$ cat src/rtl/wag_pkg.sv
package wag_pkg;
  localparam int unsigned ADDR_W = 8;

  localparam logic [7:0] OP_COL_WIN  = 8'h2A;
  localparam logic [7:0] OP_PAGE_WIN = 8'h2B;
  localparam logic [7:0] OP_MEM_WR   = 8'h2C;

  typedef enum logic [2:0] {
    ST_IDLE,
    ST_COL_A,
    ST_COL_B,
    ST_PAGE_A,
    ST_PAGE_B,
    ST_WRITE
  } ctrlState_e;

  // strobes from control to datapath; loadWin[0] = column, loadWin[1] = page
  typedef struct packed {
    logic [1:0]        loadWin;
    logic              rewind;
    logic              step;
    logic [ADDR_W-1:0] winLo;
    logic [ADDR_W-1:0] winHi;
  } ctrlStrobe_t;
endpackage

$ cat src/rtl/wag_ctrl.sv
module wag_ctrl
  import wag_pkg::*;
#(
  parameter int unsigned DIM = 132
) (
  input  logic              clk,
  input  logic              rstN,
  input  logic              cmdValid,
  input  logic [7:0]        cmdCode,
  input  logic              parmValid,
  input  logic [ADDR_W-1:0] parmData,
  input  logic              pixValid,
  output ctrlStrobe_t       strobe
);
  localparam logic [ADDR_W-1:0] LAST = ADDR_W'(DIM - 1);

  ctrlState_e        state, stateNext;
  logic [ADDR_W-1:0] firstByte;
  logic              pairLegal;

  assign pairLegal = (firstByte < parmData) && (parmData <= LAST);

  always_comb begin
    stateNext     = state;
    strobe        = '0;
    strobe.winLo  = firstByte;
    strobe.winHi  = parmData;
    if (cmdValid) begin
      unique case (cmdCode)
        OP_COL_WIN:  stateNext = ST_COL_A;
        OP_PAGE_WIN: stateNext = ST_PAGE_A;
        OP_MEM_WR: begin
          stateNext     = ST_WRITE;
          strobe.rewind = 1'b1;
        end
        default:     stateNext = ST_IDLE;
      endcase
    end else begin
      unique case (state)
        ST_COL_A:  if (parmValid) stateNext = ST_COL_B;
        ST_PAGE_A: if (parmValid) stateNext = ST_PAGE_B;
        ST_COL_B: if (parmValid) begin
          stateNext         = ST_IDLE;
          strobe.loadWin[0] = pairLegal;
        end
        ST_PAGE_B: if (parmValid) begin
          stateNext         = ST_IDLE;
          strobe.loadWin[1] = pairLegal;
        end
        ST_WRITE:  strobe.step = pixValid;
        default:   stateNext = ST_IDLE;
      endcase
    end
  end

  always_ff @(posedge clk) begin
    if (!rstN) begin
      state     <= ST_IDLE;
      firstByte <= '0;
    end else begin
      state <= stateNext;
      if (!cmdValid && parmValid && (state == ST_COL_A || state == ST_PAGE_A))
        firstByte <= parmData;
    end
  end

  AST_CMD_ENDS_WRITE: assert property (@(posedge clk) disable iff (!rstN)
    (cmdValid && cmdCode != OP_MEM_WR) |=> (state != ST_WRITE));

  AST_PIX_OUTSIDE_WRITE: assert property (@(posedge clk) disable iff (!rstN)
    (state != ST_WRITE) |-> !strobe.step);
endmodule

$ cat src/rtl/wag_axis.sv
module wag_axis
  import wag_pkg::*;
#(
  parameter int unsigned RST_LO = 2,
  parameter int unsigned RST_HI = 129
) (
  input  logic              clk,
  input  logic              rstN,
  input  logic              load,
  input  logic              rewind,
  input  logic              advance,
  input  logic [ADDR_W-1:0] winLo,
  input  logic [ADDR_W-1:0] winHi,
  output logic [ADDR_W-1:0] ptr,
  output logic              atEnd
);
  logic [ADDR_W-1:0] lo, hi;

  assign atEnd = (ptr == hi);

  always_ff @(posedge clk) begin
    if (!rstN) begin
      lo  <= ADDR_W'(RST_LO);
      hi  <= ADDR_W'(RST_HI);
      ptr <= ADDR_W'(RST_LO);
    end else begin
      if (load) begin
        lo <= winLo;
        hi <= winHi;
      end
      if (rewind)       ptr <= lo;
      else if (advance) ptr <= atEnd ? lo : ptr + 1'b1;
    end
  end

  AST_WIN_ORDER: assert property (@(posedge clk) disable iff (!rstN)
    lo < hi);

  AST_REWIND_TO_START: assert property (@(posedge clk) disable iff (!rstN)
    (rewind && !load) |=> (ptr == lo));
endmodule

$ cat src/rtl/wag_dpath.sv
module wag_dpath
  import wag_pkg::*;
#(
  parameter int unsigned DIM    = 132,
  parameter int unsigned RST_LO = 2,
  parameter int unsigned RST_HI = 129
) (
  input  logic              clk,
  input  logic              rstN,
  input  ctrlStrobe_t       strobe,
  input  logic              dirPageFirst,
  input  logic              mirrorCol,
  input  logic              mirrorRow,
  output logic [ADDR_W-1:0] ramCol,
  output logic [ADDR_W-1:0] ramRow,
  output logic              ramWe
);
  localparam int unsigned  AXES = 2;
  localparam logic [ADDR_W-1:0] LAST = ADDR_W'(DIM - 1);

  logic [AXES-1:0][ADDR_W-1:0] ptr, phys;
  logic [AXES-1:0]             atEnd, adv, mirror;

  assign mirror = {mirrorRow, mirrorCol};
  // the slow axis moves only when the fast axis wraps
  assign adv[0] = strobe.step && (!dirPageFirst || atEnd[1]);
  assign adv[1] = strobe.step && ( dirPageFirst || atEnd[0]);

  for (genvar g = 0; g < AXES; g++) begin : gAxis
    wag_axis #(
      .RST_LO(RST_LO),
      .RST_HI(RST_HI)
    ) uAxis (
      .clk    (clk),
      .rstN   (rstN),
      .load   (strobe.loadWin[g]),
      .rewind (strobe.rewind),
      .advance(adv[g]),
      .winLo  (strobe.winLo),
      .winHi  (strobe.winHi),
      .ptr    (ptr[g]),
      .atEnd  (atEnd[g])
    );
    assign phys[g] = mirror[g] ? (LAST - ptr[g]) : ptr[g];
  end

  always_ff @(posedge clk) begin
    if (!rstN) begin
      ramCol <= '0;
      ramRow <= '0;
      ramWe  <= 1'b0;
    end else begin
      ramWe <= strobe.step;
      if (strobe.step) begin
        ramCol <= phys[0];
        ramRow <= phys[1];
      end
    end
  end

  AST_ONE_AXIS_FREE: assert property (@(posedge clk) disable iff (!rstN)
    strobe.step |-> (adv[0] || adv[1]));
endmodule

$ cat src/rtl/wag_top.sv
module wag_top
  import wag_pkg::*;
#(
  parameter int unsigned DIM    = 132,
  parameter int unsigned RST_LO = 2,
  parameter int unsigned RST_HI = 129
) (
  input  logic       clk,
  input  logic       rstN,
  input  logic       cmdValid,
  input  logic [7:0] cmdCode,
  input  logic       parmValid,
  input  logic [7:0] parmData,
  input  logic       pixValid,
  input  logic       dirPageFirst,
  input  logic       mirrorCol,
  input  logic       mirrorRow,
  output logic [7:0] ramCol,
  output logic [7:0] ramRow,
  output logic       ramWe
);
  ctrlStrobe_t strobe;

  wag_ctrl #(.DIM(DIM)) uCtrl (
    .clk      (clk),
    .rstN     (rstN),
    .cmdValid (cmdValid),
    .cmdCode  (cmdCode),
    .parmValid(parmValid),
    .parmData (parmData),
    .pixValid (pixValid),
    .strobe   (strobe)
  );

  wag_dpath #(.DIM(DIM), .RST_LO(RST_LO), .RST_HI(RST_HI)) uDpath (
    .clk         (clk),
    .rstN        (rstN),
    .strobe      (strobe),
    .dirPageFirst(dirPageFirst),
    .mirrorCol   (mirrorCol),
    .mirrorRow   (mirrorRow),
    .ramCol      (ramCol),
    .ramRow      (ramRow),
    .ramWe       (ramWe)
  );

  AST_CMD_BLOCKS_PIXEL: assert property (@(posedge clk) disable iff (!rstN)
    $past(cmdValid) |-> !ramWe);

  AST_ADDR_RANGE: assert property (@(posedge clk) disable iff (!rstN)
    ramWe |-> (ramCol < 8'(DIM) && ramRow < 8'(DIM)));
endmodule

$ cat config.mk
export PLATFORM = sky130hd
export DESIGN_NAME = wag_top
export DESIGN_NICKNAME = d
export VERILOG_FILES = /design/src/rtl/wag_pkg.sv /design/src/rtl/wag_ctrl.sv /design/src/rtl/wag_axis.sv /design/src/rtl/wag_dpath.sv /design/src/rtl/wag_top.sv
export SDC_FILE = /design/constraint.sdc
export NUM_CORES = 1
export LEC_CHECK = 0
export BUFFER_PORTS_ARGS = -buffer_cell sky130_fd_sc_hd__buf_4
export CORE_AREA = 2 2 87 89
export DETAILED_ROUTE_END_ITERATION = 12
export DIE_AREA = 0 0 89 91
export GPL_ROUTABILITY_DRIVEN = 0
export PLACE_DENSITY = 0.78
export SYNTH_ARGS = -nofsm -noshare
export SYNTH_HDL_FRONTEND = slang
export SYNTH_SLANG_ARGS = --single-unit
$ cat constraint.sdc
create_clock -name clk -period 2.1 [get_ports clk]
set_input_delay 0 -clock clk [delete_from_list [all_inputs] [get_ports clk]]
set_output_delay 0 -clock clk [all_outputs]
set_load 0.05 [all_outputs]
# Word level (Yosys, flattened, before mapping)
# Index checks and enable logic that the tools add are counted.
[op_classes] shifts=0 multipliers=0 bitwise_logic=0 n_eq_ne=14 order_cmp=2 n_addsub=4 reduce_logical=14 muxes=22 div_mod_pow=0
[ops] op="two-way mux 8 bit" n=8
[ops] op="equality test 8 x 6 -> 1 bit (second input constant)" n=3
[ops] op="adder 8 x 1 -> 8 bit (second input constant)" n=2
[ops] op="equality test 8 bit" n=2
[ops] op="subtractor 8 bit (first input constant)" n=2
[ops] op="two-way mux 3 bit" n=4
[ops] op="one-hot mux 3 bit (4 select lines)" n=1
[ops] op="one-hot mux 3 bit (3 select lines)" n=1
[ops] op="less-or-equal comparator 8 bit (second input constant)" n=1
[ops] op="less-than comparator 8 bit" n=1
[ops] op="two-way mux 1 bit" n=7
[ops] op="equality test 3 x 2 -> 1 bit (second input constant)" n=2
[ops] op="equality test 3 bit (second input constant)" n=2
[ops] op="!= test 3 bit (second input constant)" n=2
[ops] op="logical AND 1 bit" n=5
[ops] op="AND reduction 4 bit" n=1
[ops] op="nonzero test 2 bit" n=2
[ops] op="equality test 3 x 1 -> 1 bit (second input constant)" n=1
[ops] op="logical OR 1 bit" n=3
[ops] op="!= test 3 x 1 -> 1 bit (second input constant)" n=1
[ops] op="logical NOT 1 bit" n=2
[ops] op="two-way mux 2 bit" n=1
[ops] op="!= test 2 bit (second input constant)" n=1
[ops] op="OR reduction 2 bit" n=1
[totals] rom_bits=0 out_inout_bits=17 word_cells=67 mem_bits_rw=0 regBits=76 latch_bits=0 memories=0 input_bits=24

# Depth between registers and ports, before layout
# Gate-level depths: netlist of run 1.
[logic_depth] ltp_word=6 mapped_depth=9 ltp_nobuf=7

# By module
# A second synthesis of run 1 with hierarchy kept.
[hier_totals] cells_unflattened=462 area_unflattened_um2=4186.5
[by_module_without_submodules] mod="wag_axis" area_each_um2=1282.5 instances=2 seq_area_each_um2=480.5 cells_per_inst=135
[by_module_without_submodules] mod="wag_dpath" area_each_um2=828.3 instances=1 seq_area_each_um2=340.3 cells_per_inst=95
[by_module_without_submodules] mod="wag_ctrl" area_each_um2=793.3 instances=1 seq_area_each_um2=220.2 cells_per_inst=97

# Worst setup path before layout of run 1
# Ideal clock, no wire load.
[synth_timing] path_type="register to register" startpoint="register uCtrl.firstByte[6]" endpoint="register uDpath.gAxis[0].uAxis.hi[5]" path_buffers=2 setup_ps=72 period_less_slack_ps=1924 required_time_ps=2028 arrival_time_ps=1852 path_stages_with_launch=9 slack_ps=176 cell_sequence="dfxtp_1 > ha_1 > a21oi_1 > o21ai_0 > nor4b_2 > o211a_1 > buf_2 > buf_4 > mux2i_1"
[synth_between] elab_chain_cells=5
[synth_lines] element="start, declared" line_no="wag_ctrl.sv:18" rtl="logic [ADDR_W-1:0] firstByte;"
[synth_lines] element="start signal, assigned" line_no="wag_ctrl.sv:63" rtl="firstByte <= parmData;"
[synth_lines] element="less-than comparator 8 bit" line_no="wag_ctrl.sv:21" rtl="assign pairLegal = (firstByte < parmData) && (parmData <= LAST);"
[synth_lines] element="logical AND 1 bit" line_no="wag_ctrl.sv:21"
[synth_lines] element="two-way mux 1 bit" line_no="wag_ctrl.sv:42" rtl="ST_COL_B: if (parmValid) begin"
[synth_lines] element="two-way mux 1 bit" line_no="wag_ctrl.sv:39" rtl="unique case (state)"
[synth_lines] element="two-way mux 2 bit" line_no="wag_ctrl.sv:28" rtl="if (cmdValid) begin"
[synth_lines] element="end signal, assigned" line_no="wag_axis.sv:24" rtl="hi <= ADDR_W'(RST_HI);"
[synth_lines] element="end signal, assigned" line_no="wag_axis.sv:29" rtl="hi <= winHi;"
[synth_lines] element="end, declared" line_no="wag_axis.sv:17" rtl="logic [ADDR_W-1:0] lo, hi;"
# Every way passes these cells.
# A chain may end at the register's enable or synchronous reset.

# Final worst setup path of run 1
[layout_timing] startpoint="input parmData[6]" endpoint="register uDpath.gAxis[0].uAxis.lo[1]"
[layout_between] elab_chain_cells=5 elab_cells_between_ends=6 classes_between="order compare: 2; mux: 3; reduce/logical: 1"
[layout_lines] element="start, declared" line_no="wag_top.sv:13" rtl="input logic [7:0] parmData,"
[layout_lines] element="less-than comparator 8 bit or less-or-equal comparator 8 bit (tied branches)" line_no="wag_ctrl.sv:21"
[layout_lines] element="logical AND 1 bit (*)" line_no="wag_ctrl.sv:21"
[layout_lines] element="two-way mux 1 bit (*)" line_no="wag_ctrl.sv:42"
[layout_lines] element="two-way mux 1 bit (*)" line_no="wag_ctrl.sv:39"
[layout_lines] element="two-way mux 2 bit (*)" line_no="wag_ctrl.sv:28"
[layout_lines] element="end signal, assigned" line_no="wag_axis.sv:23" rtl="lo <= ADDR_W'(RST_LO);"
[layout_lines] element="end signal, assigned" line_no="wag_axis.sv:28" rtl="lo <= winLo;"
[layout_lines] element="end, declared" line_no="wag_axis.sv:17"
# Mark *: on every way between the ends. The rest lies on a longest branch, timed or not.

==> metrics.md, run 1 <==
| Metric | Value |
|---|---|
| Number of design rule violations left after detail routing | `0` |
| HPWL Detailed | `7100 um` |
| Cell area after synthesis | `0.00414 sq mm` |
| Number of fillers in the final layout | `570` |
| Overall die width | `89 um` |
| Number of top-level design ports | `41` |
| Leakage power figure | `0.00204 uW` |
| Post-synthesis sequential element count | `76` |
| Internal Dissipation | `2080 uW` |
| Post-synthesis xor/xnor area fraction | `6.13%` |
| Data arrival time of the critical path | `2250 ps` |
| Port bufs | `40` |
| Required time of the critical path | `2390 ps` |
| Hold path depth | `3` |
| # nets final | `560` |
| Latest clock arrival within the worst-skew pair | `360 ps` |
| Max Root-Sink Buffers | `2` |
| Final clock period utilization by the worst path | `93.5%` |
| Synthesized net count | `503` |
| Total Neg Setup Slack | `0 ps` |
| Number of instances in the synthesized netlist | `466` |
| FFs w/ async S/R, synth | `0%` |
| Per-instance average area after synthesis | `8.88 sq um` |
| Final cell count without fillers | `626` |
| Number of nets with antenna violations after routing | `0` |
| Highest-count cells in the layout ignoring fill and taps | `dfxtp_1 (76), nand2_1 (67), buf_4 (67), mux2i_1 (57), nor2_1 (54)` |
| Part of the power in registers | `53.0%` |
| Clock-pin slew on the worst setup and hold paths | `80 ps` |
| Wire length after detailed routing | `9760 um` |
| Count of distinct cell types in the synthesized netlist | `49` |
| RSZ-0062 raised after global routing | `no` |
| Slew Limit Headroom | `50.4%` |
| Switching Power | `633 uW` |
| Outcome | `finished clean` |
| Synthesized-area fraction occupied by and/or/nand/nor cells | `19.1%` |
| Clock tree skew after final layout | `9.19 ps` |
| Share of final-layout standard cells stronger than drive strength 1 | `20.7%` |
| Overall die area | `0.00810 sq mm` |
| Fraction of synthesized area in multiplexers | `13.8%` |
| Dpl cells | `597` |
| Final critical path time including I/O delays and setup | `1960 ps` |
| Compound-gate portion of the synthesized area | `14.5%` |
| Critical Path Source Type | `input port` |
| Worst Path Max Fanout | `16` |
| Per-cell routed wire length | `15.6 um` |
| Power density over the cells | `549 mW/mm^2` |
| Num rows | `31` |
| Reg2reg path depth | `7` |
| Area occupied by registers | `0.00152 sq mm` |
| Layout overhead on the synthesized area | `19.6%` |
| Maximum number of pins on one net before global-route repair | `57` |
| Number of H-tree levels | `3` |
| Sequential cell area fraction in the yosys report | `36.7%` |
| Initial drt markers | `233` |
| Placeable core area | `0.00714 sq mm` |
| Effective utilization at floorplan | `58.0%` |
| First-pass GRT wire length | `16,400 um` |
| Number of enable flip-flop cells after synthesis | `0` |
| Number of pins with negative max-slew slack in the final report | `0` |
| Count of endpoints failing hold in the final timing report | `0` |
| Number of endpoints failing setup at the final stage | `0` |
| Global route overflow | `0` |
| Global-route total usage across every layer | `26.0%` |
| Dominant combinational cell family by area after synthesis | `simple AND/OR/NAND/NOR gates` |
| Initial antenna violation count | `0` |
| Ratio of routed vias to standard cells | `5.64` |
| Category of the most critical setup path | `input port to flop` |
| Highest Clock Rate | `509 MHz` |
| Synth Flop Type | `dfxtp_1` |
| Clock power share | `40.8%` |
| Number of clock buffers inserted by TritonCTS | `9` |
| Number of clock sinks seen by CTS | `76` |
| Portion of total power attributed to combinational logic | `6.2%` |
| Area of combinational cells with multiple inputs | `0.00239 sq mm` |
| Clock tree root driver cell | `clkbuf_8` |
| Arithmetic-cell share of the synthesized area counting full adders, half adders and majority gates | `3.93%` |
| Vias in the first global route | `3,494` |
| Overall die height | `91 um` |
| Element type at the critical path end | `flop` |
| Total inserted antenna cells | `0` |
| Slew of the pin with the lowest slew margin | `743 ps` |
| Max-Cap Viols | `0` |
| Number of warnings reported in the yosys synthesis log | `0` |
| Largest voltage drop on the vdd net | `0.348 mV` |
| Switching part of the total power | `23.3%` |
| Clock tree from TritonCTS | `yes` |
| Min-delay worst type | `input port to flop` |
| Count of TritonRoute iterations in the first routing pass | `5` |
| Most frequent standard cell in the layout excluding fill and tap cells | `dfxtp_1` |
| Via count of the routed design | `3,528` |
[state kept, by name, indices dropped and copies added (netlist names)]
| signal | flops |
|---|---|
| uCtrl.state | 3 |
| uDpath.gAxis.uAxis.ptr | 16 |
| uCtrl.firstByte | 8 |
| uDpath.ramWe | 1 |
| uDpath.ramCol | 8 |
| uDpath.gAxis.uAxis.lo | 16 |
| uDpath.gAxis.uAxis.hi | 16 |
| uDpath.ramRow | 8 |
[logic make-up (layout without fill, tap and decap cells)]
family          count (synthesis)  count (layout)
xor+xnor                       29              29
simple gates                  167             167
flops                          76              76
fa+ha+maj                      13              13
compound gates                 71              71
mux                            57              57
buf+inv                        53             114
[power groups by stage]
stage	sequential [uW]	combinational, uW	clock [uW]
after floorplan	1470	81.7	0
after global placement	1470	143	0
after detailed placement	1470	147	0
after CTS	1440	166	1130
after global routing	1440	182	1200
final	1440	169	1110
[through the flow]
stage	power [uW]	worst slack, ps	hold WS (ps)	utilization, %	area, sq um
final	2720	137	6.48	69.4	4950
after global routing	2820	3.51	21.2	69.4	4950
after CTS	2730	81.1	1.06	69.3	4950
after detailed placement	1620	122	256	64.7	4620
after global placement	1620	216	248	64.7	4620
after floorplan	1560	176	147	-	4140
[synth_stat cells (6+ instances only)]
cell / n / area share [%]
o21ai_0: 7 / 0.85
dfxtp_1: 76 / 37
o32ai_1: 8 / 1.7
a21oi_1: 6 / 0.73
nand2_1: 67 / 6.1
nor2_1: 55 / 5.0
xnor2_1: 7 / 1.5
nor3_1: 6 / 0.73
mux2i_1: 57 / 14
a211oi_1: 14 / 2.5
nand2b_1: 6 / 0.91
inv_1: 16 / 1.5
ha_1: 13 / 3.9
clkbuf_1: 25 / 2.3
xor2_1: 22 / 4.7
nor4_1: 6 / 0.91
a221oi_2: 10 / 3.6
[timing repair]
action,in CTS,in global routing
buffers inserted,0,0
endpoints found under the setup margin,0,2
resized for setup,0,1
hold buffers,14,0
hold endpoints to repair,23,0
[critical path: stages]
cell and delay (ps):
dlygate4sd3_1 540, buf_4 130, inv_1 50, ha_1 320
a21oi_1 150, o21ai_0 100, nor4b_2 310, o211a_1 260
buf_12 180, mux2i_1 210
[final timing paths]
| kind | slack (ps) | end | from |
|---|---|---|---|
| setup / recovery | 140 | uDpath.gAxis[0].uAxis.lo[1] | parmData[6] |
| hold / removal | 6 | uCtrl.state[0] | cmdValid |
| setup reg to reg | 150 | uDpath.gAxis[0].uAxis.lo[1] | uCtrl.firstByte[6] |
| hold reg to reg | 480 | uDpath.gAxis[0].uAxis.hi[5] | uDpath.gAxis[0].uAxis.hi[5] |
[area by class of cell]
type / instances / area share [%]
Clock buffer: 11 / 2.86
Multi-Input combinational cell: 337 / 48.2
Tap cell: 99 / 2.50
Clock inverter: 4 / 1.01
Timing Repair Buffer: 82 / 13.4
Inverter: 17 / 1.29
Sequential cell: 76 / 30.7
[layer usage]
| metal | GRT usage [%] | vias up | share of wire (%) |
|---|---|---|---|
| met3 | 3.64 | 22 | 4.6 |
| met5 | 0 | - | 0 |
| met1 | 34.0 | 1640 | 44 |
| met2 | 41.5 | 125 | 48 |
| met4 | 12.8 | 0 | 2.8 |
| li1 | - | 1741 | - |
Note: power is estimated with default switching activity, not from simulation.
==> run 2: changes to the inputs <==
Settings changed: GPL_TIMING_DRIVEN from default to 0, RECOVER_POWER from default to 25.
==> run 2 against run 1 <==
Compared with the run above:
- the flow now finishes with violations (negative setup slack)
- first-iteration DRC count down 18%
- critical path depth is 1 lower
- count of clock-buffer cells in the layout rose by 1
- sequential power barely moved
- critical endpoint is now uDpath.gAxis[0].uAxis.ptr[1]
==> metrics.md, run 2 (same netlist as run 1, synthesis figures left out) <==
| Metric | Value |
|---|---|
| Outcome | `finished with violations (was finished clean)` |
| Failing checks | `negative setup slack` |
| Pre-CTS setup slack | `-214 ps (was 122 ps)` |
| Latest clock arrival within the worst-skew pair | `360 ps (about the same)` |
| Number of clock buffers inserted by TritonCTS | `9 (unchanged)` |
| Number of design rule violations left after detail routing | `0 (unchanged)` |
| Final clock period utilization by the worst path | `102% (was 93.5%)` |
| CP bufs+invs | `4 (unchanged)` |
| Wire length after detailed routing | `11,000 um (was 9760 um)` |
| Global route overflow | `0 (unchanged)` |
| Max-Cap Viols | `0 (unchanged)` |
| Clock tree skew after final layout | `9.72 ps (was 9.19 ps)` |
| Overall die area | `0.00810 sq mm (unchanged)` |
| Number of top-level design ports | `41 (unchanged)` |
| Number of clock sinks seen by CTS | `76 (unchanged)` |
| Number of nets with antenna violations after routing | `0 (unchanged)` |
| Clock-pin slew on the worst setup and hold paths | `80 ps (about the same)` |
| Element type at the critical path end | `flop (unchanged)` |
| Final critical path time including I/O delays and setup | `2150 ps (was 1960 ps)` |
| Worst stage delay on the critical path | `550 ps (was 540 ps)` |
| Slew of the pin with the lowest slew margin | `809 ps (was 743 ps)` |
| Most frequent standard cell in the layout excluding fill and tap cells | `dfxtp_1 (unchanged)` |
| Min-delay worst type | `input port to flop (unchanged)` |
| Layout overhead on the synthesized area | `21.6% (was 19.6%)` |
| Initial antenna violation count | `0 (unchanged)` |
| First-pass GRT wire length | `17,100 um (was 16,400 um)` |
| Per-cell routed wire length | `17.3 um (was 15.6 um)` |
| Final cell utilization of the core | `70.6% (was 69.4%)` |
| Biggest regs | `uDpath.gAxis.uAxis.hi x16, uDpath.gAxis.uAxis.lo x16, uDpath.gAxis.uAxis.ptr x16 (unchanged)` |
| Total inserted antenna cells | `0 (unchanged)` |
| Port bufs | `36 (was 40)` |
| Max Root-Sink Buffers | `2 (unchanged)` |
| Largest voltage drop on the vdd net | `0.324 mV (was 0.348 mV)` |
| RSZ-0062 raised after global routing | `yes (was no)` |
| HPWL Detailed | `7610 um (was 7100 um)` |
| Critical Path Source Type | `input port (unchanged)` |
| Num rows | `31 (unchanged)` |
| Most used cell, CP | `buf_6` |
| Number of pins with negative max-slew slack in the final report | `0 (unchanged)` |
| Final cell count without fillers | `638 (was 626)` |
| Dpl cells | `601 (was 597)` |
| Slew Limit Headroom | `45.8% (was 50.4%)` |
| Required time of the critical path | `2280 ps (was 2390 ps)` |
| Overall die width | `89 um (unchanged)` |
| Worst Path Max Fanout | `6 (was 16)` |
| Category of the most critical setup path | `input port to flop (unchanged)` |
| Initial drt markers | `190 (was 233)` |
| Worst hold margin | `46.6 ps (was 6.48 ps)` |
| Via count of the routed design | `3,796 (was 3,528)` |
| # nets final | `571 (was 560)` |
| Clock tree from TritonCTS | `yes (unchanged)` |
| Highest Clock Rate | `465 MHz (was 509 MHz)` |
| Vias in the first global route | `3,559 (was 3,494)` |
| Share of final-layout standard cells stronger than drive strength 1 | `17.6% (was 20.7%)` |
| Ordered cell list for the critical path | `dlygate4sd3_1 > buf_6 > or4b_4 > nor4_4 > buf_4 > a21oi_2 > buf_6 > mux2i_1 > a41oi_1 (was dlygate4sd3_1 > buf_4 > inv_1 > ha_1 > a21oi_1 > o21ai_0 > nor4b_2 > o211a_1 > buf_12 > mux2i_1)` |
| Reg-to-reg slack, setup | `-40 ps (was 150 ps)` |
| Highest-count cells in the layout ignoring fill and taps | `dfxtp_1 (75), nand2_1 (67), mux2i_1 (57), nor2_1 (55), clkbuf_1 (37) (was dfxtp_1 (76), nand2_1 (67), buf_4 (67), mux2i_1 (57), nor2_1 (54))` |
| Overall die height | `91 um (unchanged)` |
| Placeable core area | `0.00714 sq mm (unchanged)` |
| Maximum number of pins on one net before global-route repair | `13 (was 57)` |
| Global-route total usage across every layer | `26.9% (was 26.0%)` |
| Data arrival time of the critical path | `2340 ps (was 2250 ps)` |
| Count of endpoints failing hold in the final timing report | `0 (unchanged)` |
| Effective utilization at floorplan | `58.0% (unchanged)` |
| Kind of cell adding the most delay to the critical path | `buffers and inverters (unchanged)` |
| Leakage power figure | `0.00198 uW (was 0.00204 uW)` |
| Count of TritonRoute iterations in the first routing pass | `7 (was 5)` |
| Number of endpoints failing setup at the final stage | `2 (was 0)` |
| Cell at the slowest stage of the critical path | `dlygate4sd3_1 (unchanged)` |
| Number of H-tree levels | `3 (unchanged)` |
| Power density over the cells | `568 mW/mm^2 (was 549 mW/mm^2)` |
| Clock tree root driver cell | `clkbuf_8 (unchanged)` |
| Ratio of routed vias to standard cells | `5.95 (was 5.64)` |
| Worst setup margin | `-52.1 ps (was 137 ps)` |
-- run 2: routing by layer --
layer	wire, um	up-vias	GRT usage, %
met4	418	0	11.1
met2	5420	188	45.7
li1	-	1762	-
met5	0	-	0
met1	4510	1802	33.7
met3	691	44	3.45
-- run 2: tightest hold or removal path, cell delays in order --
cell	delay (ps)
buf_4	90
nor2b_1	50
o21ai_0	150
a21oi_1	70
-- run 2: timing repair --
action | in CTS | in global routing
gates cloned | 0 | 4
endpoints found under the hold margin | 24 | 0
pin swaps | 0 | 6
gates resized for setup | 4 | 29
endpoints found under the setup margin | 42 | 47
hold buffers | 14 | 0
setup buffers | 0 | 8
-- run 2: metrics by stage --
step | total power, uW | TNS [ps] | area, sq um
floorplan | 1560 | 0 | 4140
global placement | 1620 | -1360 | 4530
detailed placement | 1620 | -3380 | 4530
CTS | 2850 | 0 | 4910
global route | 2940 | -989 | 5040
finish | 2860 | -62.2 | 5040
-- run 2: path summary, 6_finish.rpt --
check / startpoint / end / depth (start not counted)
worst min register to register: uDpath.gAxis[0].uAxis.lo[7] / uDpath.gAxis[0].uAxis.lo[7] / 2
worst max register to register: uDpath.gAxis[0].uAxis.ptr[2] / uDpath.gAxis[0].uAxis.ptr[1] / 7
worst max-delay path: cmdValid / uDpath.gAxis[0].uAxis.ptr[1] / 9
worst min-delay path: cmdCode[2] / uCtrl.state[0] / 4
-- run 2: cell type report --
cell class / count / area [sq um]
multi-input cells: 337 / 2460
fillers: 558 / 2100
inverters: 17 / 63.8
well taps: 99 / 124
flip-flops and latches: 76 / 1520
clock inverters: 4 / 72.6
repair buffers: 62 / 453
plain buffers: 31 / 198
clock buffers: 12 / 145
-- run 2: report_power, final --
| part | switching (uW) | internal [uW] |
|---|---|---|
| logic | 108 | 73.5 |
| registers | 0.352 | 1440 |
| clock network | 538 | 701 |
==> run 3: changes to the inputs <==
Settings changed: CORE_AREA 2 2 87 89 to 2 2 90 92, DIE_AREA 0 0 89 91 to 0 0 92 94, PLACE_DENSITY 0.78 to 0.74, RECOVER_POWER 25 to 100.
==> run 3 against run 2 <==
Compared with the run above:
- the run now ends clean
- register-to-register slack improved by 150 ps
- critical path depth did not move
- wire length fell by 5.6%
- worst hold slack improved by 12 ps
- core utilization fell by 6.1 points
- total power fell by 5.8%
- sequential power barely moved
- setup slack improved by 76 ps
- clock skew barely moved
- final cell count fell by 0.31%
- critical endpoint is now uDpath.gAxis[0].uAxis.ptr[7]
==> metrics.md, run 3 (same netlist as run 1, synthesis figures left out) <==
| Metric | Value |
|---|---|
| Highest-count cells in the layout ignoring fill and taps | `dfxtp_1 (76), nand2_1 (67), mux2i_1 (57), nor2_1 (55), clkbuf_1 (39) (was dfxtp_1 (75), nand2_1 (67), mux2i_1 (57), nor2_1 (55), clkbuf_1 (37))` |
| Via count of the routed design | `3,640 (was 3,796)` |
| Power density over the cells | `550 mW/mm^2 (was 568 mW/mm^2)` |
| Ratio of routed vias to standard cells | `5.72 (was 5.95)` |
| Min-delay worst type | `input port to flop (unchanged)` |
| Final clock period utilization by the worst path | `98.9% (was 102%)` |
| Area occupied by registers | `0.00152 sq mm (about the same)` |
| Num rows | `32 (was 31)` |
| Number of nets with antenna violations after routing | `0 (unchanged)` |
| Port bufs | `36 (unchanged)` |
| Number of clock sinks seen by CTS | `76 (unchanged)` |
| # nets final | `566 (was 571)` |
| Worst Path Max Fanout | `10 (was 6)` |
| Number of top-level design ports | `41 (unchanged)` |
| Reg2reg path depth | `8 (was 7)` |
| First-pass GRT wire length | `16,700 um (was 17,100 um)` |
| Internal Dissipation | `2050 uW (was 2210 uW)` |
| Layout overhead on the synthesized area | `18.4% (was 21.6%)` |
| Count of TritonRoute iterations in the first routing pass | `5 (was 7)` |
| Number of pins with negative max-slew slack in the final report | `0 (unchanged)` |
| Initial antenna violation count | `0 (unchanged)` |
| Origin of the critical flop-to-flop path | `uCtrl.firstByte[6] (was uDpath.gAxis[0].uAxis.ptr[2])` |
| Slew of the pin with the lowest slew margin | `814 ps (was 809 ps)` |
| End of the worst register-to-register path | `uDpath.gAxis[0].uAxis.lo[2] (was uDpath.gAxis[0].uAxis.ptr[1])` |
| Part of the power in registers | `53.4% (was 50.4%)` |
| Total Neg Setup Slack | `0 ps (was -62.2 ps)` |
| Required time of the critical path | `2310 ps (was 2280 ps)` |
| Global-route total usage across every layer | `24.5% (was 26.9%)` |
| Critical Path Source Type | `input port (unchanged)` |
| Hold Path Sink | `uCtrl.state[1] (was uCtrl.state[0])` |
| Clock-pin slew on the worst setup and hold paths | `80 ps (about the same)` |
| Area of combinational cells with multiple inputs | `0.00242 sq mm (was 0.00246 sq mm)` |
| Max Root-Sink Buffers | `2 (unchanged)` |
| Total inserted antenna cells | `0 (unchanged)` |
| Overall die width | `92 um (was 89 um)` |
| Max-Cap Viols | `0 (unchanged)` |
| Number of endpoints failing setup at the final stage | `0 (was 2)` |
| Placeable core area | `0.00761 sq mm (was 0.00714 sq mm)` |
| Sum of internal, switching and leakage power | `2700 uW (was 2860 uW)` |
| Overall die area | `0.00865 sq mm (was 0.00810 sq mm)` |
| Switching part of the total power | `23.9% (was 22.6%)` |
| Clock tree root driver cell | `clkbuf_8 (unchanged)` |
| Most frequent standard cell in the layout excluding fill and tap cells | `dfxtp_1 (unchanged)` |
| Count of endpoints failing hold in the final timing report | `0 (unchanged)` |
| Worst setup margin | `23.6 ps (was -52.1 ps)` |
| Per-cell routed wire length | `16.4 um (was 17.3 um)` |
| Worst hold margin | `58.8 ps (was 46.6 ps)` |
| Share of final-layout standard cells stronger than drive strength 1 | `15.2% (was 17.6%)` |
| Number of clock buffers inserted by TritonCTS | `9 (unchanged)` |
| Data arrival time of the critical path | `2290 ps (was 2340 ps)` |
| Final critical path time including I/O delays and setup | `2080 ps (was 2150 ps)` |
| Initial drt markers | `212 (was 190)` |
| Portion of total power attributed to combinational logic | `6.4% (was 6.3%)` |
| Maximum number of pins on one net before global-route repair | `13 (unchanged)` |
| Hold path depth | `4 (unchanged)` |
| Clock tree from TritonCTS | `yes (unchanged)` |
| Wire length after detailed routing | `10,400 um (was 11,000 um)` |
| Vias in the first global route | `3,434 (was 3,559)` |
| Outcome | `finished clean (was finished with violations)` |
| Element type at the critical path end | `flop (unchanged)` |
| Clock power share | `40.2% (was 43.3%)` |
| Leakage power figure | `0.00193 uW (was 0.00198 uW)` |
| Number of design rule violations left after detail routing | `0 (unchanged)` |
| Pre-CTS setup slack | `-169 ps (was -214 ps)` |
| Reg-to-reg slack, setup | `110 ps (was -40 ps)` |
| Overall die height | `94 um (was 91 um)` |
| Clock tree skew after final layout | `9.68 ps (was 9.72 ps)` |
| Number of fillers in the final layout | `665 (was 558)` |
| Highest Clock Rate | `482 MHz (was 465 MHz)` |
| Number of H-tree levels | `3 (unchanged)` |
| Biggest regs | `uDpath.gAxis.uAxis.hi x16, uDpath.gAxis.uAxis.lo x16, uDpath.gAxis.uAxis.ptr x16 (unchanged)` |
| Global route overflow | `0 (unchanged)` |
| Hold Startpoint | `cmdCode[2] (unchanged)` |
| Switching Power | `643 uW (was 646 uW)` |
| Slew Limit Headroom | `45.4% (was 45.8%)` |
| Effective utilization at floorplan | `54.4% (was 58.0%)` |
| Latest clock arrival within the worst-skew pair | `350 ps (was 360 ps)` |
| Largest voltage drop on the vdd net | `0.368 mV (was 0.324 mV)` |
| Category of the most critical setup path | `input port to flop (unchanged)` |
| HPWL Detailed | `7630 um (was 7610 um)` |
[run 3: cell count changes in the layout (fill, tap and decap cells not counted), sizes merged]
cell / change
buf: -10
bufinv: -1
clkbuf: +4
clkinv: +2
[run 3: critical path, stage by stage]
cell and delay (ps):
dlygate4sd3_1 570, buf_6 110, or4b_4 470, nor4_4 290, buf_6 160, nor2_1 90
clkbuf_4 260, a221oi_2 200, o32ai_1 120
[run 3: area by class of cell]
| cell class | instances | area share (%) |
|---|---|---|
| buffer | 31 | 3.80 |
| clock inverter | 5 | 1.07 |
| inverter | 17 | 1.30 |
| clock buffer | 11 | 2.68 |
| multi-input combinational | 337 | 49.4 |
| timing repair buffer | 57 | 8.09 |
| sequential | 76 | 31.0 |
| tap | 102 | 2.60 |
[run 3: power groups by stage]
stage / Sequential [uW] / Clock, uW / Combinational (uW)
4_1_cts: 1440 / 1090 / 167
3_5_place_dp: 1470 / 0 / 148
6_report: 1440 / 1080 / 172
5_1_grt: 1440 / 1160 / 186
3_3_place_gp: 1470 / 0 / 144
2_1_floorplan: 1470 / 0 / 81.7
[run 3: what timing repair did]
| action | in CTS | in global routing |
|---|---|---|
| pin swaps | 0 | 1 |
| setup buffers | 0 | 6 |
| endpoints found under the hold margin | 25 | 0 |
| endpoints found under the setup margin | 41 | 42 |
| hold buffers | 14 | 0 |
| gates cloned | 0 | 1 |
| resized for setup | 4 | 20 |
[run 3: per-stage QoR]
stage	area, sq um	utilization (%)	instances
4_1_cts	4880	64.1	634
5_1_grt	4900	64.4	636
6_report	4900	64.4	636
2_1_floorplan	4140	-	466
3_5_place_dp	4540	59.7	604
3_3_place_gp	4540	59.7	604
[run 3: worst max path at each step]
| stage | from | end | slack, ps | cells past startpoint |
|---|---|---|---|---|
| after floorplan | uCtrl.firstByte[6] | uDpath.gAxis[0].uAxis.hi[5] | 180 | 8 |
| after global placement | uCtrl.state[1] | uDpath.ramCol[3] | -130 | 7 |
| after detailed placement | uCtrl.state[1] | uDpath.ramCol[3] | -170 | 7 |
| after CTS | uDpath.gAxis[0].uAxis.ptr[4] | uDpath.gAxis[0].uAxis.ptr[7] | 10 | 7 |
| after global routing | cmdValid | uDpath.gAxis[1].uAxis.ptr[4] | -7 | 9 |
| final | cmdValid | uDpath.gAxis[0].uAxis.ptr[7] | 20 | 9 |
[run 3: metal layers]
layer  vias to the layer above  part of all wire (%)  track usage (%)
met4                         0                   3.1             12.1
met3                        30                   4.6             3.93
met2                       128                    49             42.3
li1                       1751                     -                -
met5                         -                     0                0
met1                      1731                    43             29.7
